===== src/rtl/fifo_thresh_pkg.sv =====
// Shared types and the default-offset computation for the threshold loader.
// Assumes DEPTH is a power of two no larger than 2^31.
package fifo_thresh_pkg;

    typedef enum logic {
        LOAD_PAR = 1'b0,
        LOAD_SER = 1'b1
    } load_mode_e;

    // Default value for strap code c: 2^(3+c)-1, limited to depth-1.
    function automatic logic [31:0] default_offset(input logic [2:0] code,
                                                   input int unsigned depth);
        logic [31:0] val;
        val = (32'd1 << (32'd3 + {29'd0, code})) - 32'd1;
        if (val > depth - 1) begin
            val = depth - 1;
        end
        return val;
    endfunction

endpackage


===== src/rtl/thl_strap_capture.sv =====
// Samples the load-mode strap while master reset is held and works out the
// default offset from the live straps.
// Assumes the straps are stable during the last reset cycle.
module thl_strap_capture
    import fifo_thresh_pkg::*;
#(
    parameter int DEPTH = 1024,
    localparam int OW   = $clog2(DEPTH)
) (
    input  logic          clk,
    input  logic          rst_n,
    input  logic          mode_strap_i,
    input  logic [1:0]    sel_strap_i,
    output load_mode_e    load_mode_o,
    output logic [OW-1:0] dflt_o
);

    logic [31:0] dflt_full;

    // Work out the default pair value from the current strap code.
    always_comb begin
        dflt_full = default_offset({mode_strap_i, sel_strap_i}, DEPTH);
        dflt_o    = dflt_full[OW-1:0];
    end

    // Capture the load mode on every reset edge and hold it afterwards.
    always_ff @(posedge clk) begin
        if (!rst_n) begin
            load_mode_o <= load_mode_e'(mode_strap_i);
        end
    end

endmodule


===== src/rtl/thl_par_writer.sv =====
// Parallel write path: decides which offset a write goes to and limits the
// value to DEPTH-1.
// Assumes DATA_W >= log2(DEPTH) and DEPTH fits in DATA_W bits.
module thl_par_writer
    import fifo_thresh_pkg::*;
#(
    parameter int DEPTH  = 1024,
    parameter int DATA_W = 36,
    localparam int OW    = $clog2(DEPTH)
) (
    input  logic              clk,
    input  logic              rst_n,
    input  load_mode_e        load_mode_i,
    input  logic              prog_i,
    input  logic              wr_en_i,
    input  logic [DATA_W-1:0] wdata_i,
    output logic              we_empty_o,
    output logic              we_full_o,
    output logic [OW-1:0]     val_o,
    output logic              ptr_o
);

    localparam logic [DATA_W-1:0] DEPTH_W = DATA_W'(DEPTH);
    localparam logic [OW-1:0]     MAX_OFF = OW'(DEPTH - 1);

    logic fire;

    // Decode the write strobe and choose the target register.
    always_comb begin
        fire       = (load_mode_i == LOAD_PAR) && prog_i && wr_en_i;
        we_empty_o = fire && !ptr_o;
        we_full_o  = fire && ptr_o;
    end

    // Limit out-of-range values to the largest legal offset.
    always_comb begin
        if (wdata_i >= DEPTH_W) begin
            val_o = MAX_OFF;
        end else begin
            val_o = wdata_i[OW-1:0];
        end
    end

    // Flip the target pointer after each accepted write.
    always_ff @(posedge clk) begin
        if (!rst_n) begin
            ptr_o <= 1'b0;
        end else if (fire) begin
            ptr_o <= !ptr_o;
        end
    end

endmodule


===== src/rtl/thl_ser_shifter.sv =====
// Serial write path: counts incoming bits and reports which offset and bit
// position the current bit goes to, least significant first, empty then full.
// Assumes DEPTH >= 4.
module thl_ser_shifter
    import fifo_thresh_pkg::*;
#(
    parameter int DEPTH = 1024,
    localparam int OW   = $clog2(DEPTH),
    localparam int CW   = $clog2(2 * OW),
    localparam int PW   = $clog2(OW)
) (
    input  logic          clk,
    input  logic          rst_n,
    input  load_mode_e    load_mode_i,
    input  logic          ser_en_i,
    output logic          we_o,
    output logic          hit_full_o,
    output logic [PW-1:0] pos_o
);

    localparam logic [CW-1:0] LAST = CW'(2 * OW - 1);
    localparam logic [CW-1:0] HALF = CW'(OW);

    logic [CW-1:0] cnt;
    logic [CW-1:0] rel;

    // Map the running count to a register and a bit position.
    always_comb begin
        we_o       = (load_mode_i == LOAD_SER) && ser_en_i;
        hit_full_o = (cnt >= HALF);
        rel        = hit_full_o ? (cnt - HALF) : cnt;
        pos_o      = rel[PW-1:0];
    end

    // Step the bit count on each shift and wrap after both registers.
    always_ff @(posedge clk) begin
        if (!rst_n) begin
            cnt <= '0;
        end else if (we_o) begin
            cnt <= (cnt == LAST) ? '0 : cnt + CW'(1);
        end
    end

endmodule


===== src/rtl/thl_readback.sv =====
// Readback path: presents the empty and full offsets in turn on the data
// bus, one per strobe, with a valid pulse.
// Assumes DATA_W >= log2(DEPTH).
module thl_readback #(
    parameter int DEPTH  = 1024,
    parameter int DATA_W = 36,
    localparam int OW    = $clog2(DEPTH)
) (
    input  logic              clk,
    input  logic              rst_n,
    input  logic              prog_i,
    input  logic              rd_en_i,
    input  logic [OW-1:0]     empty_off_i,
    input  logic [OW-1:0]     full_off_i,
    output logic [DATA_W-1:0] rdata_o,
    output logic              vld_o,
    output logic              ptr_o
);

    logic          fire;
    logic [OW-1:0] sel_val;

    // Choose the register the next readback returns.
    always_comb begin
        fire    = prog_i && rd_en_i;
        sel_val = ptr_o ? full_off_i : empty_off_i;
    end

    // Register the readback word and its valid pulse, then flip the pointer.
    always_ff @(posedge clk) begin
        if (!rst_n) begin
            rdata_o <= '0;
            vld_o   <= 1'b0;
            ptr_o   <= 1'b0;
        end else begin
            vld_o <= fire;
            if (fire) begin
                rdata_o <= DATA_W'(sel_val);
                ptr_o   <= !ptr_o;
            end
        end
    end

endmodule


===== src/rtl/fifo_thresh_loader.sv =====
// Top level of the threshold loader: holds the empty and full offset
// registers. Loads them with the strap default during reset, and after that
// from the parallel or serial path picked at reset. Readback is parallel only.
// Assumes DEPTH is a power of two >= 4 and DATA_W > log2(DEPTH).
module fifo_thresh_loader
    import fifo_thresh_pkg::*;
#(
    parameter int DEPTH  = 1024,
    parameter int DATA_W = 36,
    localparam int OW    = $clog2(DEPTH),
    localparam int PW    = $clog2(OW)
) (
    input  logic              clk,
    input  logic              rst_n,
    input  logic              mode_strap_i,
    input  logic [1:0]        sel_strap_i,
    input  logic              prog_i,
    input  logic              wr_en_i,
    input  logic [DATA_W-1:0] wdata_i,
    input  logic              ser_en_i,
    input  logic              ser_bit_i,
    input  logic              rd_en_i,
    output logic [DATA_W-1:0] rdata_o,
    output logic              rdata_vld_o,
    output logic [OW-1:0]     empty_off_o,
    output logic [OW-1:0]     full_off_o
);

    load_mode_e    load_mode;
    logic [OW-1:0] dflt;
    logic          par_we_empty;
    logic          par_we_full;
    logic [OW-1:0] par_val;
    logic          par_ptr;
    logic          ser_we;
    logic          ser_full;
    logic [PW-1:0] ser_pos;
    logic          rd_ptr;

    thl_strap_capture #(.DEPTH(DEPTH)) i_strap (
        .clk          (clk),
        .rst_n        (rst_n),
        .mode_strap_i (mode_strap_i),
        .sel_strap_i  (sel_strap_i),
        .load_mode_o  (load_mode),
        .dflt_o       (dflt)
    );

    thl_par_writer #(.DEPTH(DEPTH), .DATA_W(DATA_W)) i_par (
        .clk         (clk),
        .rst_n       (rst_n),
        .load_mode_i (load_mode),
        .prog_i      (prog_i),
        .wr_en_i     (wr_en_i),
        .wdata_i     (wdata_i),
        .we_empty_o  (par_we_empty),
        .we_full_o   (par_we_full),
        .val_o       (par_val),
        .ptr_o       (par_ptr)
    );

    thl_ser_shifter #(.DEPTH(DEPTH)) i_ser (
        .clk         (clk),
        .rst_n       (rst_n),
        .load_mode_i (load_mode),
        .ser_en_i    (ser_en_i),
        .we_o        (ser_we),
        .hit_full_o  (ser_full),
        .pos_o       (ser_pos)
    );

    thl_readback #(.DEPTH(DEPTH), .DATA_W(DATA_W)) i_rb (
        .clk         (clk),
        .rst_n       (rst_n),
        .prog_i      (prog_i),
        .rd_en_i     (rd_en_i),
        .empty_off_i (empty_off_o),
        .full_off_i  (full_off_o),
        .rdata_o     (rdata_o),
        .vld_o       (rdata_vld_o),
        .ptr_o       (rd_ptr)
    );

    // Offset registers: default on reset, then whole-word or bit-wise updates.
    always_ff @(posedge clk) begin
        if (!rst_n) begin
            empty_off_o <= dflt;
            full_off_o  <= dflt;
        end else begin
            if (par_we_empty) begin
                empty_off_o <= par_val;
            end
            if (par_we_full) begin
                full_off_o <= par_val;
            end
            for (int i = 0; i < OW; i++) begin
                if (ser_we && (ser_pos == PW'(i))) begin
                    if (ser_full) begin
                        full_off_o[i] <= ser_bit_i;
                    end else begin
                        empty_off_o[i] <= ser_bit_i;
                    end
                end
            end
        end
    end

endmodule


===== config.mk =====
export PLATFORM = sky130hd
export DESIGN_NAME = fifo_thresh_loader
export DESIGN_NICKNAME = d
export VERILOG_FILES = /design/src/rtl/fifo_thresh_pkg.sv /design/src/rtl/thl_strap_capture.sv /design/src/rtl/thl_par_writer.sv /design/src/rtl/thl_ser_shifter.sv /design/src/rtl/thl_readback.sv /design/src/rtl/fifo_thresh_loader.sv
export SDC_FILE = /design/constraint.sdc
export NUM_CORES = 1
export LEC_CHECK = 0
export ABC_AREA = 1
export BUFFER_PORTS_ARGS = -buffer_cell sky130_fd_sc_hd__buf_4
export CAP_MARGIN = 20
export CORE_AREA = 2 2 82 84
export DETAILED_ROUTE_END_ITERATION = 12
export DIE_AREA = 0 0 84 86
export GPL_TIMING_DRIVEN = 0
export PLACE_DENSITY = 0.84
export SETUP_SLACK_MARGIN = 0.05
export SLEW_MARGIN = 15
export SYNTH_ARGS = -nofsm -noshare
export SYNTH_HDL_FRONTEND = slang
export SYNTH_SLANG_ARGS = --single-unit

===== constraint.sdc =====
create_clock -name clk -period 1.76 [get_ports clk]
set_clock_uncertainty 0.05 [all_clocks]
set_input_delay 0.352 -clock clk [delete_from_list [all_inputs] [get_ports clk]]
set_output_delay 0.352 -clock clk [all_outputs]
set_load 0.03 [all_outputs]

Word level (Yosys, flattened, before mapping)

Cells that the tools add are included.

Add/subtract/negate cells: 4
Mux-type cells: 49
Order comparisons: 3
Reduce and logical (&&, ||, !) cells: 19
Bitwise logic cells: 1
Shift operators: 1
Eq/ne operators: 10

Operators with widths:

| operator                                                                 | number |
|---|---|
| 10-bit two-way mux                                                       | 7 |
| 1-bit two-way mux                                                        | 40 |
| 36-bit by 11-bit >= comparator with 1-bit output (second input constant) | 1 |
| 32-bit by 10-bit > comparator with 1-bit output (second input constant)  | 1 |
| 1-bit by 32-bit left shift with 32-bit output (first input constant)     | 1 |
| 32-bit by 1-bit subtractor with 32-bit output (second input constant)    | 1 |
| 4-bit by 3-bit == test with 1-bit output (second input constant)         | 4 |
| 1-bit logical AND                                                        | 16 |
| 4-bit by 2-bit == test with 1-bit output (second input constant)         | 2 |
| 4-bit == test (second input constant)                                    | 2 |
| 5-bit by 1-bit adder with 5-bit output (second input constant)           | 1 |
| 5-bit == test (second input constant)                                    | 1 |
| 5-bit by 4-bit >= comparator with 1-bit output (second input constant)   | 1 |
| 5-bit two-way mux                                                        | 1 |
| 2-bit by 3-bit adder with 4-bit output (first input constant)            | 1 |
| 4-bit by 1-bit == test with 1-bit output (second input constant)         | 1 |
| 4-bit zero test                                                          | 1 |
| 4-bit two-way mux                                                        | 1 |
| 4-bit subtractor (second input constant)                                 | 1 |
| 1-bit zero test                                                          | 2 |
| 1-bit inverter                                                           | 1 |

Output and inout bits: 57
Input bits: 46
Register bits after elaboration: 39
Logic and storage cells: 95

Longest topological paths before layout

Gate-level depths: netlist of run 1.

Depth in word-level cells: 8
Depth in mapped cells: 14

By module

From an unflattened synthesis of run 1, not the netlist that was laid out.

Cells, all modules: 517
Area total of the unflattened synthesis: 3,051.7 µm²

By module, submodules not included:

| module             | instances | cells each | area an instance (µm²) | seq. area each (µm²) |
|---|---|---|---|---|
| fifo_thresh_loader | 1         | 243        | 1,377.6                | 400.4 |
| thl_readback       | 1         | 122        | 807.0                  | 240.2 |
| thl_ser_shifter    | 1         | 53         | 359.1                  | 100.1 |
| thl_par_writer     | 1         | 62         | 290.3                  | 20.0 |
| thl_strap_capture  | 1         | 37         | 217.7                  | 30.0 |

Least setup slack after synthesis of run 1

Ideal clock, no wire load.

Path type: register to register
Start point: register i_ser.cnt[1]
End point: register empty_off_o[6]
Slack: -55 ps
Stages on the path, launching flop included: 15
Setup time: 120 ps
Data required time: 1,590 ps
Period minus slack after synthesis: 1,815 ps
Buffers on the path: 0
Arrival time: 1,645 ps
Path through: dfxtp_1 inv_1 ha_1 inv_1 nand2_1 nand3_4 nand2_2 nand2_2 nand2_2 nor2_2 nand2_1 nand2_1 nand2_1 nand2_1 nand2_1

Word-level cells in the longest chain between the ends: 6

RTL lines:

| element                                                                                   | line                                         | text |
|---|---|---|
| start: declaration                                                                        | thl_ser_shifter.sv:24                        | `logic [CW-1:0] cnt;` |
| start signal: assignment                                                                  | thl_ser_shifter.sv:40                        | `cnt <= (cnt == LAST) ? '0 : cnt + CW'(1);` |
| 4-bit subtractor / 5-bit by 4-bit >= comparator with 1-bit output (equally long branches) | thl_ser_shifter.sv:31, thl_ser_shifter.sv:30 |  |
| 4-bit two-way mux                                                                         | thl_ser_shifter.sv:31                        | `rel = hit_full_o ? (cnt - HALF) : cnt;` |
| 4-bit by 3-bit == test with 1-bit output                                                  | fifo_thresh_loader.sv:97                     | `if (ser_we && (ser_pos == PW'(i))) begin` |
| 1-bit logical AND                                                                         | fifo_thresh_loader.sv:97                     |  |
| 1-bit two-way mux *                                                                       | fifo_thresh_loader.sv:97                     |  |
| 10-bit two-way mux *                                                                      | fifo_thresh_loader.sv:86                     | `if (!rst_n) begin` |
| end signal: assignment                                                                    | fifo_thresh_loader.sv:87                     | `empty_off_o <= dflt;` |
| end signal: assignment                                                                    | fifo_thresh_loader.sv:91                     | `empty_off_o <= par_val;` |
| end signal: indexed assignment                                                            | fifo_thresh_loader.sv:101                    | `empty_off_o[i] <= ser_bit_i;` |
| end: declaration                                                                          | fifo_thresh_loader.sv:25                     | `output logic [OW-1:0] empty_off_o,` |

Mark *: on every way between the ends. The rest lies on a longest branch, timed or not.
A chain may end at the register's enable or synchronous reset.

Worst setup path in the final report of run 1

Start point: register i_ser.cnt[2]
End point: register empty_off_o[2]

Word-level cells in the longest chain between the ends: 6

RTL lines:

| element                                                                                   | line |
|---|---|
| 4-bit subtractor / 5-bit by 4-bit >= comparator with 1-bit output (equally long branches) | thl_ser_shifter.sv:31, thl_ser_shifter.sv:30 |
| 4-bit two-way mux                                                                         | thl_ser_shifter.sv:31 |
| 4-bit by 2-bit == test with 1-bit output                                                  | fifo_thresh_loader.sv:97 |
| 1-bit logical AND                                                                         | fifo_thresh_loader.sv:97 |
| 1-bit two-way mux *                                                                       | fifo_thresh_loader.sv:97 |
| 10-bit two-way mux *                                                                      | fifo_thresh_loader.sv:86 |

Marks and branches as above.

==> impl_metrics.csv, run 1 <==
group,metric,value,unit
placement,port-buffer-count,76,
floorplanning,start_util,44.3,%
floorplanning,die_x,84,um
route,wl_met2,4210,um
route,routed-via-count,3342,
floorplanning,dieHeight,86,um
floorplanning,io_pins,103,
cells_and_area,layout-drive-gt1-share,30.3,%
timing,drv_slew,0,
cells_and_area,final_common_cell,"nand2_1",
timing,grt_setup_unrepaired,"yes",
cts,clk_latency,0.30,ns
cts,numCtsBuffers,5,
power,internal_power,1.59,mW
placement,dp_hpwl,6300,um
route,wl,8800,um
floorplanning,core_area,6280,um2
setup_path,critical_path_class,"reg2reg",
power,leakage,2.09,nW
setup_path,critPathMaxFanout,6,
global_routing,grt_usage,23.7,%
placement,gp_congestion,0.876,
cts,htreeDepth,2,
floorplanning,fp.dieArea,7220,um2
global_routing,grt_overflow_total,0,
power,vdd_drop_max,479,uV
synthesis,netlist_area,2780,um2
route,first_pass_iters,5,
cts,clock_path_buffers,2,
placement,dpl.cell_count,646,
timing,setup_viol,1,
cells_and_area,syn_to_final_growth,42.3,%
status,violations,"setup timing",
power,switchingPower,0.954,mW
setup_path,critical_path_buf_inv_count,2,
route,routedWlPerCell,13.3,um
setup_path,worstPathCellList,"inv_6, ha_4, inv_2, nand2_2, nand3_4, nand2_4, nand3_4, nor2_4, nand3_2, nand2_1, nand2_1, nand2_1, nand2_1",
synthesis,syn_inst,465,
cts,cts_tree,"done",
cells_and_area,nNetsFinal,638,
route,post_drt_via_cell_ratio,5.03,
timing,tightest_slew,0.530,ns
min_path,hp-class,"in2reg",
setup_path,cp_data_arrival_time,1.91,ns
setup_path,crit_path_max_incr_delay,0.36,ns
cells_and_area,final_cell_mix,"180 x nand2_1, 113 x buf_4, 42 x inv_1",
route,wl_met3,766,um
synthesis,synth_cell_types,26,
setup_path,crit_family,"simple AND/OR/NAND/NOR gates",
route,ant_nets,0,
synthesis,yosysSeqAreaShare,28.4,%
cts,clock-sinks,39,
timing,slew_headroom,64.7,%
power,clkPwrFrac,24.1,%
global_routing,grt_max_degree,13,
setup_path,cp.required,1.90,ns
cells_and_area,antenna_cells,0,
timing,post-route-period-util,100,%
timing,max_freq,0.566,GHz
global_routing,grt_pass1_wl,14000,um
power,p_per_area,642,nW/um2
route,drtIter0Drc,249,
timing,finalSetupTns,-0.00709,ns
global_routing,grt_pass1_vias,3096,
synthesis,yosysWarnings,0,
status,outcome,"finished with violations",
timing,hold_violations,0,
cts,clk_pin_slew,0.08,ns
setup_path,cp-end-kind,"register",
route,highest_layer,"met4",
synthesis,ys_seq_elements,39,
timing,setup_ws,-0.00709,ns
cts,cts_root_buf,"clkbuf_8",
synthesis,avgSynthCellArea,5.98,um2
setup_path,startpoint_type,"register",
floorplanning,rows,29,
timing,finalCriticalPeriod,1.77,ns
power,seqPwrFrac,41.0,%
setup_path,crit_slowest_cell,"dfxtp_4",
route,post-route-drc-count,0,
power,combPwrFrac,34.9,%
route,wl_met1,3590,um
global_routing,antenna_found_initial,0,
cells_and_area,instances_no_fill,664,
setup_path,cp_common_cell,"nand2_1",
power,swShare,37.5,%
run,maxCapViolCount,0,
placement,place_ws,-0.184,ns
## flip-flops by register name, indices dropped and copies added (netlist names)
| name | flops |
|---|---|
| i_ser.cnt | 5 |
| empty_off_o | 10 |
| i_rb.ptr_o | 1 |
| full_off_o | 10 |
| i_rb.rdata_o | 10 |
| i_strap.load_mode_o | 1 |
| i_rb.vld_o | 1 |
| i_par.ptr_o | 1 |
## metal layers
metal  track usage [%]  up-vias
met5                 0        -
met2              41.0      182
li1                  -     1652
met1              28.6     1477
met4              8.36        0
met3              6.06       31
## final timing paths
path	from	endpoint	slack (ns)	depth (start not counted)
setup / recovery	i_ser.cnt[2]$_SDFFE_PN0P_	empty_off_o[2]$_DFF_P_	-0.007	13
hold / removal	mode_strap_i	i_strap.load_mode_o$_DFFE_PN_	0.22	1
setup reg to reg	i_ser.cnt[2]$_SDFFE_PN0P_	empty_off_o[2]$_DFF_P_	-0.007	13
hold reg to reg	i_rb.rdata_o[1]$_SDFFE_PN0P_	i_rb.rdata_o[1]$_SDFFE_PN0P_	0.46	2
## cells by family after synthesis
group           share of synthesized area [%]
fa+ha+maj                                2.70
flops                                    28.4
other cells                             0.270
simple gates                             46.0
compound gates                           7.15
buf+inv                                  15.5
## synth_stat cells
library cell	instances	area, um2
a21oi_1	8	40.0
a31o_1	1	8.76
buf_2	5	25.0
buf_4	26	195
clkbuf_1	6	22.5
conb_1	2	7.51
dfxtp_1	38	761
edfxtp_1	1	30.0
ha_1	6	75.1
inv_1	48	180
inv_2	2	7.51
nand2_1	184	691
nand2_2	5	31.3
nand3_1	47	235
nand3_2	2	20.0
nand3_4	1	17.5
nand4_1	4	25.0
nor2_1	35	131
nor2_2	9	56.3
nor2_4	2	22.5
nor3_1	6	30.0
nor3b_1	1	7.51
o211ai_1	12	90.1
o21ai_0	11	55.1
o21ai_1	1	5.00
or2_2	2	12.5
## per-stage QoR
stage / utilization, % / total power, mW / area, um2 / hold slack [ns]
after floorplan: - / 1.59 / 2910 / 0.401
after global placement: 56.9 / 1.86 / 3570 / 0.438
after detailed placement: 56.9 / 1.87 / 3570 / 0.440
after CTS: 60.6 / 2.50 / 3800 / 0.210
after global routing: 63.1 / 2.67 / 3960 / 0.209
final: 63.1 / 2.54 / 3960 / 0.217
## cell type report
cell class                 instances  area, um2
buffer                            37        245
clock buffer                       6       72.6
clock inverter                     2       11.3
fill                             565       2320
inverter                          50        203
multi-input combinational        367       1880
sequential                        39        803
tap                               77       96.3
timing repair buffer              86        646
## power groups by stage
stage	registers [mW]	clock network, mW	logic, mW
after CTS	1.04	0.614	0.843
after global routing	1.05	0.647	0.970
after detailed placement	1.06	0	0.812
after floorplan	1.18	0	0.409
final	1.04	0.613	0.887
after global placement	1.06	0	0.797
## repair_timing
action	in CTS	in global routing
hold buffers	0	0
gates resized for setup	28	30
pin swaps	7	18
buffers inserted	6	4
setup endpoints to repair	20	20
No activity file was read; power rests on OpenSTA's default activity.
==> run 2, diff against run 1 <==
CTS_BUF_LIST = sky130_fd_sc_hd__clkbuf_8 sky130_fd_sc_hd__clkbuf_16   (was unset)
RECOVER_POWER = 100   (was unset)
==> impl_metrics.csv, run 2 (synthesis results as in run 1) <==
group,metric,value,unit
cts,cts_root_buf,"clkbuf_8",
timing,drv_slew,0,
route,highest_layer,"met4",
cts,hold_buffers,0,
status,violations,"setup timing",
setup_path,cp_data_arrival_time,1.91,ns
cells_and_area,antenna_cells,0,
cts,htreeDepth,2,
setup_path,cp.required,1.90,ns
timing,finalSetupTns,-0.00645,ns
power,vdd_drop_max,467,uV
cells_and_area,instances_no_fill,664,
power,combPwrFrac,33.5,%
global_routing,grt_pass1_vias,3096,
power,swShare,38.4,%
floorplanning,rows,29,
cells_and_area,layout-drive-gt1-share,24.7,%
route,drtIter0Drc,251,
placement,dp_hpwl,6300,um
global_routing,grt_usage,23.7,%
global_routing,grt_max_degree,13,
run,maxCapViolCount,0,
cells_and_area,design_area,3840,um2
setup_path,startpoint_type,"register",
global_routing,grt_pass1_wl,14000,um
min_path,hp-class,"in2reg",
timing,hold_violations,0,
global_routing,grt_overflow_total,0,
placement,place_ws,-0.184,ns
power,p_per_area,645,nW/um2
route,wl_met2,4130,um
cells_and_area,fillers,590,
power,internal_power,1.52,mW
placement,place_area,3570,um2
route,routed-via-count,3361,
cells_and_area,syn_to_final_growth,37.9,%
route,wl_met3,802,um
placement,gp_congestion,0.876,
power,leakage,1.97,nW
timing,max_freq,0.566,GHz
power,clkPwrFrac,24.5,%
cells_and_area,nNetsFinal,638,
floorplanning,start_util,44.3,%
power,power,2.47,mW
setup_path,cp-end-kind,"register",
cts,clk_latency,0.30,ns
cells_and_area,final_cell_mix,"180 x nand2_1, 80 x buf_4, 43 x inv_1",
route,first_pass_iters,5,
route,wl,8780,um
min_path,hold_path_depth,4,
cts,clk_pin_slew,0.08,ns
cts,clock_path_buffers,2,
floorplanning,core_area,6280,um2
floorplanning,die_x,84,um
setup_path,critPathMaxFanout,6,
route,post-route-drc-count,0,
power,seqPwrFrac,42.1,%
route,ant_nets,0,
route,post_drt_via_cell_ratio,5.06,
placement,port-buffer-count,76,
timing,setup_ws,-0.00645,ns
setup_path,worstRegToRegCells,13,
power,switchingPower,0.950,mW
status,outcome,"finished with violations",
setup_path,critical_path_class,"reg2reg",
timing,slew_headroom,63.1,%
placement,dpl.cell_count,646,
cells_and_area,final_common_cell,"nand2_1",
timing,tightest_slew,0.554,ns
route,routedWlPerCell,13.2,um
timing,setup_viol,1,
timing,grt_setup_unrepaired,"yes",
cts,numCtsBuffers,5,
cts,cts_tree,"done",
floorplanning,fp.dieArea,7220,um2
route,wl_met1,3590,um
cts,clock-sinks,39,
timing,post-route-period-util,100,%
global_routing,antenna_found_initial,0,
cells_and_area,largest_registers,"empty_off_o (10), full_off_o (10), i_rb.rdata_o (10)",
timing,finalCriticalPeriod,1.77,ns
floorplanning,io_pins,103,
floorplanning,dieHeight,86,um
-- run 2: repair_timing --
action	4_1_cts	5_1_grt
setup buffers	6	4
gates resized for setup	28	30
pin swaps	7	18
setup endpoints to repair	20	20
-- run 2: power groups by stage --
| stage | Clock, mW | Sequential, mW | Combinational, mW |
|---|---|---|---|
| CTS | 0.609 | 1.04 | 0.843 |
| global placement | 0 | 1.06 | 0.797 |
| finish | 0.605 | 1.04 | 0.828 |
| global route | 0.642 | 1.05 | 0.909 |
| detailed placement | 0 | 1.06 | 0.812 |
| floorplan | 0 | 1.18 | 0.409 |
-- run 2: layout make-up --
| type | count | area [um2] | area share, % |
|---|---|---|---|
| clock buffer | 5 | 68.8 | 1.79 |
| inverter | 50 | 203 | 5.28 |
| timing repair buffer | 86 | 522 | 13.6 |
| buffer | 37 | 245 | 6.39 |
| clock inverter | 3 | 15.0 | 0.391 |
| tap | 77 | 96.3 | 2.51 |
| multi-input combinational | 367 | 1880 | 49.1 |
| sequential | 39 | 803 | 20.9 |
-- run 2: critical path, cell delays in order, from the launching register on --
cell and delay [ns]:
dfxtp_4 0.36, inv_6 0.07, ha_4 0.16, inv_2 0.04, nand2_2 0.07, nand3_4 0.13, nand2_4 0.15, nand3_4 0.12
nor2_4 0.18, nand3_2 0.08, nand2_1 0.08, nand2_1 0.06, nand2_1 0.06, nand2_1 0.05
-- run 2: final timing paths --
| path | from | end | slack [ns] |
|---|---|---|---|
| max | i_ser.cnt[2]$_SDFFE_PN0P_ | empty_off_o[2]$_DFF_P_ | -0.006 |
| min | ser_en_i | i_ser.cnt[1]$_SDFFE_PN0P_ | 0.29 |
| max reg2reg | i_ser.cnt[2]$_SDFFE_PN0P_ | empty_off_o[2]$_DFF_P_ | -0.006 |
| min reg2reg | i_rb.rdata_o[1]$_SDFFE_PN0P_ | i_rb.rdata_o[1]$_SDFFE_PN0P_ | 0.46 |
-- run 2: metrics by stage --
stage | utilization (%) | hold slack [ns]
2_1_floorplan | - | 0.401
3_3_place_gp | 56.9 | 0.438
3_5_place_dp | 56.9 | 0.440
4_1_cts | 60.6 | 0.210
5_1_grt | 61.1 | 0.290
6_report | 61.1 | 0.287
-- run 2: routing by layer --
layer	vias to the layer above	global-route usage (%)
met3	33	6.06
li1	1652	-
met2	195	41.0
met1	1481	28.6
met5	-	0
met4	0	8.36
==> run 3, diff against run 2 <==
CORE_AREA = 2 2 81 83   (was 2 2 82 84)
CTS_BUF_LIST = sky130_fd_sc_hd__clkbuf_8   (was sky130_fd_sc_hd__clkbuf_8 sky130_fd_sc_hd__clkbuf_16)
DIE_AREA = 0 0 83 85   (was 0 0 84 86)
PLACE_DENSITY = 0.86   (was 0.84)
==> impl_metrics.csv, run 3 (synthesis results as in run 1) <==
group,metric,value,unit
setup_path,critPathMaxFanout,6,
setup_path,cp.required,1.90,ns
power,leakage,1.97,nW
global_routing,grt_usage,24.2,%
timing,setup_ws,-0.0768,ns
timing,max_freq,0.544,GHz
cells_and_area,layout-drive-gt1-share,24.8,%
global_routing,grt_overflow_total,0,
global_routing,grt_pass1_wl,13900,um
min_path,hp-class,"in2reg",
timing,finalSetupTns,-0.0821,ns
setup_path,critical_path_class,"reg2reg",
placement,dp_hpwl,6360,um
cts,clk_latency,0.30,ns
route,first_pass_iters,7,
floorplanning,rows,29,
route,wl,9120,um
floorplanning,start_util,44.8,%
placement,place_ws,-0.212,ns
timing,grt_setup_unrepaired,"yes",
timing,hold_violations,0,
power,power,2.65,mW
global_routing,antenna_found_initial,0,
placement,place_area,3570,um2
cells_and_area,multiInputGateArea,1880,um2
cells_and_area,largest_registers,"empty_off_o (10), full_off_o (10), i_rb.rdata_o (10)",
cts,cts_tree,"done",
power,switchingPower,0.976,mW
route,post_drt_via_cell_ratio,5.11,
power,combPwrFrac,31.4,%
timing,hold_slack,0.278,ns
cts,clock_path_buffers,2,
placement,port-buffer-count,76,
timing,slew_headroom,63.2,%
setup_path,rrSetupSlack,-0.08,ns
setup_path,worstPathCellList,"inv_6, ha_4, nand3_4, nand3_4, nand2_4, nand3_4, nor2_4, nand2_1, o211ai_1, nand2_1",
setup_path,crit_slowest_cell,"dfxtp_4",
route,post-route-drc-count,0,
cts,htreeDepth,2,
timing,finalCriticalPeriod,1.84,ns
cells_and_area,seqCellArea,801,um2
route,drtIter0Drc,333,
floorplanning,core_area,6200,um2
route,ant_nets,0,
floorplanning,dieHeight,85,um
cells_and_area,post-route-util,62.4,%
placement,dpl.cell_count,646,
cells_and_area,instances_no_fill,666,
global_routing,grt_max_degree,14,
setup_path,crit_path_max_incr_delay,0.38,ns
timing,tightest_slew,0.552,ns
cells_and_area,syn_to_final_growth,39.1,%
cells_and_area,final_cell_mix,"179 x nand2_1, 81 x buf_4, 44 x inv_1",
timing,drv_slew,0,
cells_and_area,fillers,593,
floorplanning,io_pins,103,
floorplanning,die_x,83,um
route,routed-via-count,3406,
power,swShare,36.8,%
status,outcome,"finished with violations",
run,maxCapViolCount,0,
power,vdd_drop_max,449,uV
cts,hold_buffers,0,
cells_and_area,antenna_cells,0,
setup_path,cp_data_arrival_time,1.98,ns
cells_and_area,nNetsFinal,640,
setup_path,cp-end-kind,"register",
cells_and_area,final_common_cell,"nand2_1",
floorplanning,fp.dieArea,7060,um2
timing,setup_viol,2,
cts,clk_pin_slew,0.09,ns
power,clkPwrFrac,29.3,%
route,routedWlPerCell,13.7,um
power,internal_power,1.68,mW
power,p_per_area,685,nW/um2
cells_and_area,design_area,3870,um2
placement,gp_congestion,0.902,
global_routing,grt_pass1_vias,3034,
cts,clock-sinks,39,
setup_path,cp_common_cell,"nand3_4",
setup_path,startpoint_type,"register",
timing,post-route-period-util,104,%
status,violations,"setup timing",
cts,numCtsBuffers,5,
cts,cts_root_buf,"clkbuf_8",
power,seqPwrFrac,39.2,%
-- run 3: timing repair --
| action | in CTS | in global routing |
|---|---|---|
| buffers inserted | 8 | 4 |
| pin swaps | 11 | 14 |
| setup endpoints to repair | 20 | 21 |
| gates resized for setup | 35 | 18 |
| endpoints found under the hold margin | 0 | 0 |
-- run 3: worst max-delay path: cells and delay by family (launching register included) --
kind | cells | cell delay (ns)
and+or+nand+nor | 7 | 0.94
buffers and inverters | 1 | 0.05
AOI/OAI and AO/OA | 1 | 0.15
DFF | 1 | 0.38
adders and majority gates | 1 | 0.16
-- run 3: power by group through the flow --
stage / sequential (mW) / combinational [mW] / clock (mW)
after floorplan: 1.18 / 0.409 / 0
after global placement: 1.06 / 0.795 / 0
after detailed placement: 1.06 / 0.813 / 0
after CTS: 1.04 / 0.852 / 0.777
after global routing: 1.05 / 0.916 / 0.807
final: 1.04 / 0.834 / 0.778
-- run 3: cell type report --
| type | instances | share of cell area (%) |
|---|---|---|
| inverter | 50 | 5.17 |
| sequential | 39 | 20.7 |
| buffer | 37 | 6.34 |
| tap | 77 | 2.49 |
| multi-input combinational | 367 | 48.5 |
| clock inverter | 3 | 1.13 |
| clock buffer | 5 | 1.78 |
| timing repair buffer | 88 | 13.9 |
-- run 3: worst paths after layout --
| path | cells after the start | from | end |
|---|---|---|---|
| max | 10 | i_ser.cnt[0]$_SDFFE_PN0P_ | empty_off_o[0]$_DFF_P_ |
| min | 4 | ser_en_i | i_ser.cnt[1]$_SDFFE_PN0P_ |
| max reg2reg | 10 | i_ser.cnt[0]$_SDFFE_PN0P_ | empty_off_o[0]$_DFF_P_ |
| min reg2reg | 2 | i_rb.rdata_o[5]$_SDFFE_PN0P_ | i_rb.rdata_o[5]$_SDFFE_PN0P_ |
-- run 3: layer usage --
layer,GRT usage [%],routed length [um],up-vias
li1,-,-,1655
met1,28.0,3500,1503
met2,43.0,4380,205
met3,4.96,888,43
met4,11.5,364,0
met5,0,0,-
